## config.mk

```make
export PLATFORM = sky130hd
export DESIGN_NAME = stereo_pan_mixer
export DESIGN_NICKNAME = d
export VERILOG_FILES = /design/src/rtl/mixer_pkg.sv /design/src/rtl/mixer_ctrl.sv /design/src/rtl/mixer_datapath.sv /design/src/rtl/stereo_pan_mixer.sv
export SDC_FILE = /design/constraint.sdc
export NUM_CORES = 1
export LEC_CHECK = 0
export BUFFER_PORTS_ARGS = -buffer_cell sky130_fd_sc_hd__buf_2
export CAP_MARGIN = 25
export CORE_MARGIN = 5
export CORE_UTILIZATION = 60
export DETAILED_ROUTE_END_ITERATION = 8
export PLACE_DENSITY = 0.83
export SYNTH_ARGS = -nofsm -noshare
export SYNTH_HDL_FRONTEND = slang
export SYNTH_SLANG_ARGS = --single-unit
```

## constraint.sdc

```tcl
create_clock -name clk -period 6.9 [get_ports clk]
set_input_delay 1.38 -clock clk [delete_from_list [all_inputs] [get_ports clk]]
set_output_delay 1.38 -clock clk [all_outputs]
set_load 0.05 [all_outputs]
```

## src/rtl/mixer_pkg.sv

```systemverilog
package mixer_pkg;
  parameter int NUM_CH = 4;
  parameter int CH_W   = 4;
  parameter int VOL_W  = 3;
  parameter int REG_W  = 8;
  localparam int GAIN_W = VOL_W + 1;
  localparam int PROD_W = CH_W + VOL_W;
  localparam int SUM_W  = PROD_W + $clog2(NUM_CH);

  typedef struct packed {
    logic capture;
    logic emitRight;
    logic emitLeft;
  } mixStrobes_t;
endpackage

```

## src/rtl/mixer_ctrl.sv

```systemverilog
module mixer_ctrl
  import mixer_pkg::*;
(
  input  logic             clk,
  input  logic             rstN,
  input  logic             wrEn,
  input  logic             wrSel,
  input  logic [REG_W-1:0] wrData,
  input  logic             rdSel,
  input  logic             sampleStrobe,
  output logic [REG_W-1:0] rdData,
  output logic [REG_W-1:0] volReg,
  output logic [REG_W-1:0] routeReg,
  output mixStrobes_t      strobes
);
  logic pendLeft;

  always_ff @(posedge clk) begin
    if (!rstN) begin
      volReg   <= '0;
      routeReg <= '0;
      pendLeft <= 1'b0;
    end else begin
      if (wrEn && !wrSel) volReg   <= wrData;
      if (wrEn &&  wrSel) routeReg <= wrData;
      pendLeft <= sampleStrobe;
    end
  end

  always_comb begin
    strobes.capture   = sampleStrobe;
    strobes.emitRight = sampleStrobe;
    strobes.emitLeft  = pendLeft && !sampleStrobe;
    rdData = rdSel ? routeReg : volReg;
  end
endmodule

```

## src/rtl/mixer_datapath.sv

```systemverilog
module mixer_datapath
  import mixer_pkg::*;
(
  input  logic                     clk,
  input  logic                     rstN,
  input  mixStrobes_t              strobes,
  input  logic [REG_W-1:0]         volReg,
  input  logic [REG_W-1:0]         routeReg,
  input  logic [NUM_CH*CH_W-1:0]   chanLevels,
  output logic [SUM_W-1:0]         rightSum,
  output logic [SUM_W-1:0]         leftSum,
  output logic [NUM_CH*PROD_W-1:0] chanRight,
  output logic [NUM_CH*PROD_W-1:0] chanLeft,
  output logic                     streamValid,
  output logic                     streamLeft,
  output logic [SUM_W-1:0]         streamData
);
  localparam int HALF = REG_W / 2;

  logic [GAIN_W-1:0] gainRight, gainLeft;
  logic [PROD_W-1:0] prodRight [NUM_CH];
  logic [PROD_W-1:0] prodLeft  [NUM_CH];
  logic [SUM_W-1:0]  nextRight, nextLeft;

  assign gainRight = GAIN_W'(volReg[VOL_W-1:0]) + GAIN_W'(1);
  assign gainLeft  = GAIN_W'(volReg[HALF+VOL_W-1:HALF]) + GAIN_W'(1);

  for (genvar i = 0; i < NUM_CH; i++) begin : g_chan
    logic [CH_W-1:0] level;
    assign level = chanLevels[i*CH_W +: CH_W];
    assign prodRight[i] = routeReg[i] ?
        PROD_W'(PROD_W'(level) * PROD_W'(gainRight)) : '0;
    assign prodLeft[i]  = routeReg[HALF+i] ?
        PROD_W'(PROD_W'(level) * PROD_W'(gainLeft)) : '0;
  end

  always_comb begin
    nextRight = '0;
    nextLeft  = '0;
    for (int i = 0; i < NUM_CH; i++) begin
      nextRight = nextRight + SUM_W'(prodRight[i]);
      nextLeft  = nextLeft  + SUM_W'(prodLeft[i]);
    end
  end

  always_ff @(posedge clk) begin
    if (!rstN) begin
      rightSum  <= '0;
      leftSum   <= '0;
      chanRight <= '0;
      chanLeft  <= '0;
    end else if (strobes.capture) begin
      rightSum <= nextRight;
      leftSum  <= nextLeft;
      for (int i = 0; i < NUM_CH; i++) begin
        chanRight[i*PROD_W +: PROD_W] <= prodRight[i];
        chanLeft[i*PROD_W +: PROD_W]  <= prodLeft[i];
      end
    end
  end

  always_ff @(posedge clk) begin
    if (!rstN) begin
      streamValid <= 1'b0;
      streamLeft  <= 1'b0;
      streamData  <= '0;
    end else if (strobes.emitRight) begin
      streamValid <= 1'b1;
      streamLeft  <= 1'b0;
      streamData  <= nextRight;
    end else if (strobes.emitLeft) begin
      streamValid <= 1'b1;
      streamLeft  <= 1'b1;
      streamData  <= leftSum;
    end else begin
      streamValid <= 1'b0;
    end
  end
endmodule

```

## src/rtl/stereo_pan_mixer.sv

```systemverilog
module stereo_pan_mixer
  import mixer_pkg::*;
(
  input  logic                     clk,
  input  logic                     rstN,
  input  logic                     wrEn,
  input  logic                     wrSel,
  input  logic [REG_W-1:0]         wrData,
  input  logic                     rdSel,
  output logic [REG_W-1:0]         rdData,
  input  logic                     sampleStrobe,
  input  logic [NUM_CH*CH_W-1:0]   chanLevels,
  output logic [SUM_W-1:0]         rightSum,
  output logic [SUM_W-1:0]         leftSum,
  output logic [NUM_CH*PROD_W-1:0] chanRight,
  output logic [NUM_CH*PROD_W-1:0] chanLeft,
  output logic                     streamValid,
  output logic                     streamLeft,
  output logic [SUM_W-1:0]         streamData
);
  mixStrobes_t      strobes;
  logic [REG_W-1:0] volReg, routeReg;

  mixer_ctrl i_ctrl (
    .clk(clk), .rstN(rstN), .wrEn(wrEn), .wrSel(wrSel), .wrData(wrData),
    .rdSel(rdSel), .sampleStrobe(sampleStrobe), .rdData(rdData),
    .volReg(volReg), .routeReg(routeReg), .strobes(strobes)
  );

  mixer_datapath i_dp (
    .clk(clk), .rstN(rstN), .strobes(strobes), .volReg(volReg),
    .routeReg(routeReg), .chanLevels(chanLevels), .rightSum(rightSum),
    .leftSum(leftSum), .chanRight(chanRight), .chanLeft(chanLeft),
    .streamValid(streamValid), .streamLeft(streamLeft), .streamData(streamData)
  );
endmodule

```

======== Word-level counts from Yosys, hierarchy flattened ========
Index checks and enable logic that the tools add are counted.
word-level totals
  register bits ........................... 102
  output and inout bits ................... 93
  logic and storage cells ................. 47
  input bits .............................. 30
cells by class
  add/subtract/negate cells ............... 8
  reduce and logical (&&, ||, !) cells .... 7
  bitwise operators ....................... 1
  muxes and demuxes ....................... 13
  $mul .................................... 8
operators with widths
  cell                                                            number
  4-bit by 4-bit multiplier with 7-bit output                     8
  7-bit two-way mux                                               8
  9-bit by 7-bit adder with 9-bit output                          4
  9-bit two-way mux                                               2
  7-bit by 7-bit adder with 8-bit output                          2
  3-bit by 1-bit adder with 4-bit output (second input constant)  2
  8-bit two-way mux                                               1
  1-bit logical AND                                               3
  1-bit zero test                                                 2
  1-bit two-way mux                                               2
  2-bit nonzero test                                              1
  2-bit OR reduction                                              1
  1-bit NOT                                                       1

======== Logic depth before layout (Yosys ltp) ========
  word-level depth ........................ 7
  mapped depth ............................ 22
  mapped depth without buffers ............ 21

======== Hierarchy ========
From an unflattened synthesis, not the netlist that was laid out.
second synthesis, totals
  cells, all modules ...................... 976
  area total of the unflattened synthesis .. 8957.3 µm²
by module, submodules not included
  module          area an instance (µm²)  instances  cells an instance  seq. area each (µm²)
  mixer_datapath  8194.1                  1          899                1701.6
  mixer_ctrl      763.2                   1          77                 340.3

======== Worst setup path after synthesis ========
No wires, ideal clock.
  path kind ............................... input-to-reg
  start ................................... input chanLevels[4]
  end ..................................... register i_dp.rightSum[6]
  required time ........................... 6.837 ns
  cell stages on the path ................. 19
  path buffers ............................ 1
  arrival time ............................ 5.687 ns
  setup time .............................. 0.063 ns
  path slack .............................. 1.151 ns
  cell sequence ........................... nand2_1 -> fa_1 -> inv_1 -> fa_1 -> ha_1 -> a21o_1 -> a21oi_1 -> xnor2_1 -> and2_1 -> ha_1 -> xor2_1 -> fa_1 -> inv_1 -> ha_1 -> buf_6 -> a21o_1 -> a31o_4 -> or3_1 -> nand3_1
RTL lines
  what                  RTL line                text
  from (decl)           stereo_pan_mixer.sv:12  input logic [NUM_CH*CH_W-1:0] chanLevels,
  to (signal assigned)  mixer_datapath.sv:53    rightSum <= nextRight;
  to (decl)             mixer_datapath.sv:10    output logic [SUM_W-1:0] rightSum,

==> run metrics <==
outcome complete, no violations; TritonCTS Buffers 9; detailed-route wire length per cell 17.2 um; type of the tightest min-delay check flip-flop to flip-flop; Die X 134 um; antenna diode count 0; number of max-slew violations in the final report 0; number of placed instances with taps included 1321; num ports 123; maximum fanout along the worst path 13; Maximum Capacitance Violations 0; row count 45; level count of the clock H-tree 3; cell-internal power 0.985 mW; global route overflow 0; maximum clock rate 169 MHz; post-synthesis register bit count 102; share of the cycle needed by the critical path after routing 0.860; quantity of I/O buffers inserted on ports 122; number of antenna violations at the first check in global routing 0; Non-Filler Cell Area, Final 10100 um^2; total via count in the routed design 7770; hold path endpoint i_dp.rightSum[0]$_SDFFE_PN0P_; Max VDD drop 0.000116 V; clock sink total 102; Final min period 5930 ps; power density of the placed cells 147 nW/um^2; number of standard cells after synthesis 1059; final wirelength 23.0 mm; most frequently used cell type in the post-synthesis netlist sky130_fd_sc_hd__nand2_1; Critical Path End Type flip-flop; yosys warns 0; nets@finish 1334; placed wire-length estimate 17.4 mm; share of the synthesized area in the top cell type 0.221; post-cts gate resize count 0; Final Hold Slack 469 ps; Reg2Reg Setup Slack 970 ps; number of buffers inserted for hold repair after clock tree synthesis 0; worst r2r src i_ctrl.volReg[4]$_SDFFE_PN0P_; starting DRC count in detailed routing 574; Final GP Congestion 0.925; data arrival at the endpoint of the critical path 6190 ps; proportion of power drawn by combinational gates 0.237; met2 track demand over resource in global routing 0.440; Pleak 5.16 nW; number of search-and-repair iterations in the first detailed-routing pass 5; mean instance size in the synthesized netlist 8.73 um^2; area leader, netlist sky130_fd_sc_hd__dfxtp_1; starting utilization of the core area 0.610; routing usage on met3 0.0503; syn nets 1249; count of antenna-violating nets left after detailed routing 0; Synth async-reset ratio 0; number of global-route vias before repair 7854; die footprint 18000 um^2; CTS max path bufs 2; final setup skew 6.88 ps; GR met1 Demand/Resource 0.347; Worst Setup Slack, final 968 ps; number of enable flip-flop cells after synthesis 0; latest clock arrival within the worst-skew pair 360 ps; Reg2Reg Depth 21; Final setup violation count 0; portion of total power attributed to the clock network 0.343; total chip power 1.49 mW; utilization after layout 0.669; launch instance of the worst min-delay path i_dp.rightSum[0]$_SDFFE_PN0P_; fill cell count 1232; Startpoint Class flip-flop; sequential area share after synthesis 0.221; number of vias per cell 5.81; pin slew with the least headroom to its limit 975 ps; Required @ worst endpoint 7150 ps; top cells by area, synth sky130_fd_sc_hd__dfxtp_1 22%, sky130_fd_sc_hd__ha_1 15%, sky130_fd_sc_hd__fa_1 11%; DP Area 9850 um^2; CTS tree built; first-pass GRT wire length 38.7 mm; clock root buffer sky130_fd_sc_hd__clkbuf_16; Final Hold Violating Endpoints 0; distinct cell type count of the synthesized netlist 49; Reg-to-Reg End i_dp.leftSum[6]$_SDFFE_PN0P_; clock transition time at the flip-flop clock pins of the worst setup and hold paths 80 ps; setup slack at placement 643 ps; largest net degree at the start of global routing 69; RSZ-0062 raised after global routing no; fraction of power consumed by sequential logic 0.420; area of the core 15100 um^2; Switch Pwr 0.501 mW; Main synth FF type sky130_fd_sc_hd__dfxtp_1; most used routing layer met2; layout cell share with drive strength beyond 1 0.147; DRC violations left 0; number of setup buffers added after CTS 0; sw frac 0.337; aggregate global-route resource usage 0.264; growth of design area from synthesis to finish 9.72%; Crit Path Category flip-flop to flip-flop; Total Negative Setup Slacks 0 ps; Worst Hold Depth 2; most common library cells after synthesis 114 x sky130_fd_sc_hd__nand2_1, 110 x sky130_fd_sc_hd__ha_1, 102 x sky130_fd_sc_hd__dfxtp_1; worst slew margin relative to its limit 0.348; non-filler instance count after layout 1337; die height 134 um; cell area after technology mapping 9240 um^2
[how the worst max path moves through the flow]
stage	slack, ps	startpoint	end	depth (start not counted)
after floorplan	1150	chanLevels[4]	i_dp.rightSum[6]$_SDFFE_PN0P_	19
after global placement	780	chanLevels[4]	i_dp.rightSum[6]$_SDFFE_PN0P_	19
after detailed placement	640	chanLevels[0]	i_dp.rightSum[6]$_SDFFE_PN0P_	18
after CTS	980	i_ctrl.volReg[4]$_SDFFE_PN0P_	i_dp.leftSum[7]$_SDFFE_PN0P_	22
after global routing	550	i_ctrl.volReg[4]$_SDFFE_PN0P_	i_dp.leftSum[7]$_SDFFE_PN0P_	22
final	970	i_ctrl.volReg[4]$_SDFFE_PN0P_	i_dp.leftSum[6]$_SDFFE_PN0P_	21
[layout by cell type, fill, tap and decap left out, types with 16 or more instances in the layout]
master,n
sky130_fd_sc_hd__nor2_1,34
sky130_fd_sc_hd__and2_1,80
sky130_fd_sc_hd__and3_1,17
sky130_fd_sc_hd__xnor2_1,38
sky130_fd_sc_hd__nand2_1,114
sky130_fd_sc_hd__buf_2,120
sky130_fd_sc_hd__inv_1,81
sky130_fd_sc_hd__a21boi_0,23
sky130_fd_sc_hd__mux2i_1,48
sky130_fd_sc_hd__dfxtp_1,102
sky130_fd_sc_hd__ha_1,110
sky130_fd_sc_hd__nand4_1,16
sky130_fd_sc_hd__o21ai_0,19
sky130_fd_sc_hd__nand2b_1,17
sky130_fd_sc_hd__a21oi_1,36
sky130_fd_sc_hd__nor2b_1,65
sky130_fd_sc_hd__fa_1,50
sky130_fd_sc_hd__nand3_1,37
[power by group through the flow]
stage / clock network (mW) / registers [mW] / logic [mW]
global placement: 0 / 0.638 / 0.340
finish: 0.510 / 0.625 / 0.352
floorplan: 0 / 0.665 / 0.229
detailed placement: 0 / 0.638 / 0.348
CTS: 0.520 / 0.624 / 0.351
global route: 0.541 / 0.628 / 0.391
[sequential cells by signal (all words and copies together) (netlist names)]
signal and count:
i_ctrl.pendLeft 1, i_ctrl.routeReg 8, i_ctrl.volReg 8, i_dp.chanLeft 28
i_dp.chanRight 28, i_dp.leftSum 9, i_dp.rightSum 9, i_dp.streamData 9
i_dp.streamLeft 1, i_dp.streamValid 1
[cell families (layout without fill, tap and decap cells)]
| kind of cell | Yosys count | count (layout) | synth area share |
|---|---|---|---|
| AO/OA/AOI/OAI | 141 | 141 | 0.106 |
| AND/OR/NAND/NOR | 407 | 407 | 0.234 |
| buffers and inverters | 136 | 226 | 0.0646 |
| flip-flops | 102 | 102 | 0.221 |
| multiplexers | 61 | 61 | 0.0678 |
| XOR/XNOR | 52 | 52 | 0.0493 |
| adder cells (fa/ha/maj) | 160 | 160 | 0.257 |
[layout make-up]
class	count	area, um^2	share of cell area
multi-input combinational	821	6600	0.651
sequential	102	2040	0.201
timing repair buffer	129	668	0.0659
inverter	81	304	0.0300
tap	188	235	0.0232
clock buffer	9	225	0.0222
clock inverter	7	62.6	0.00617
[routing by layer]
layer | vias up | wire length, um
met5 | - | 0
met4 | 0 | 648
met3 | 50 | 1620
met2 | 263 | 10900
met1 | 3719 | 9850
li1 | 3738 | -
[worst max-delay path, cell delays in order (launching register included)]
cell and delay [ps]:
sky130_fd_sc_hd__dfxtp_1 580, sky130_fd_sc_hd__ha_1 230, sky130_fd_sc_hd__xor2_1 300, sky130_fd_sc_hd__buf_4 250
sky130_fd_sc_hd__nand2_1 90, sky130_fd_sc_hd__fa_1 500, sky130_fd_sc_hd__inv_1 50, sky130_fd_sc_hd__fa_1 570
sky130_fd_sc_hd__inv_1 70, sky130_fd_sc_hd__fa_1 430, sky130_fd_sc_hd__nand2b_1 170, sky130_fd_sc_hd__and3_1 190
sky130_fd_sc_hd__ha_1 370, sky130_fd_sc_hd__nand2_1 80, sky130_fd_sc_hd__o211ai_1 200, sky130_fd_sc_hd__a21oi_1 120
sky130_fd_sc_hd__xor2_1 170, sky130_fd_sc_hd__fa_1 490, sky130_fd_sc_hd__inv_1 40, sky130_fd_sc_hd__ha_1 320
sky130_fd_sc_hd__or3_1 360, sky130_fd_sc_hd__a32o_1 240
Note: power is estimated with default switching activity, not from simulation.
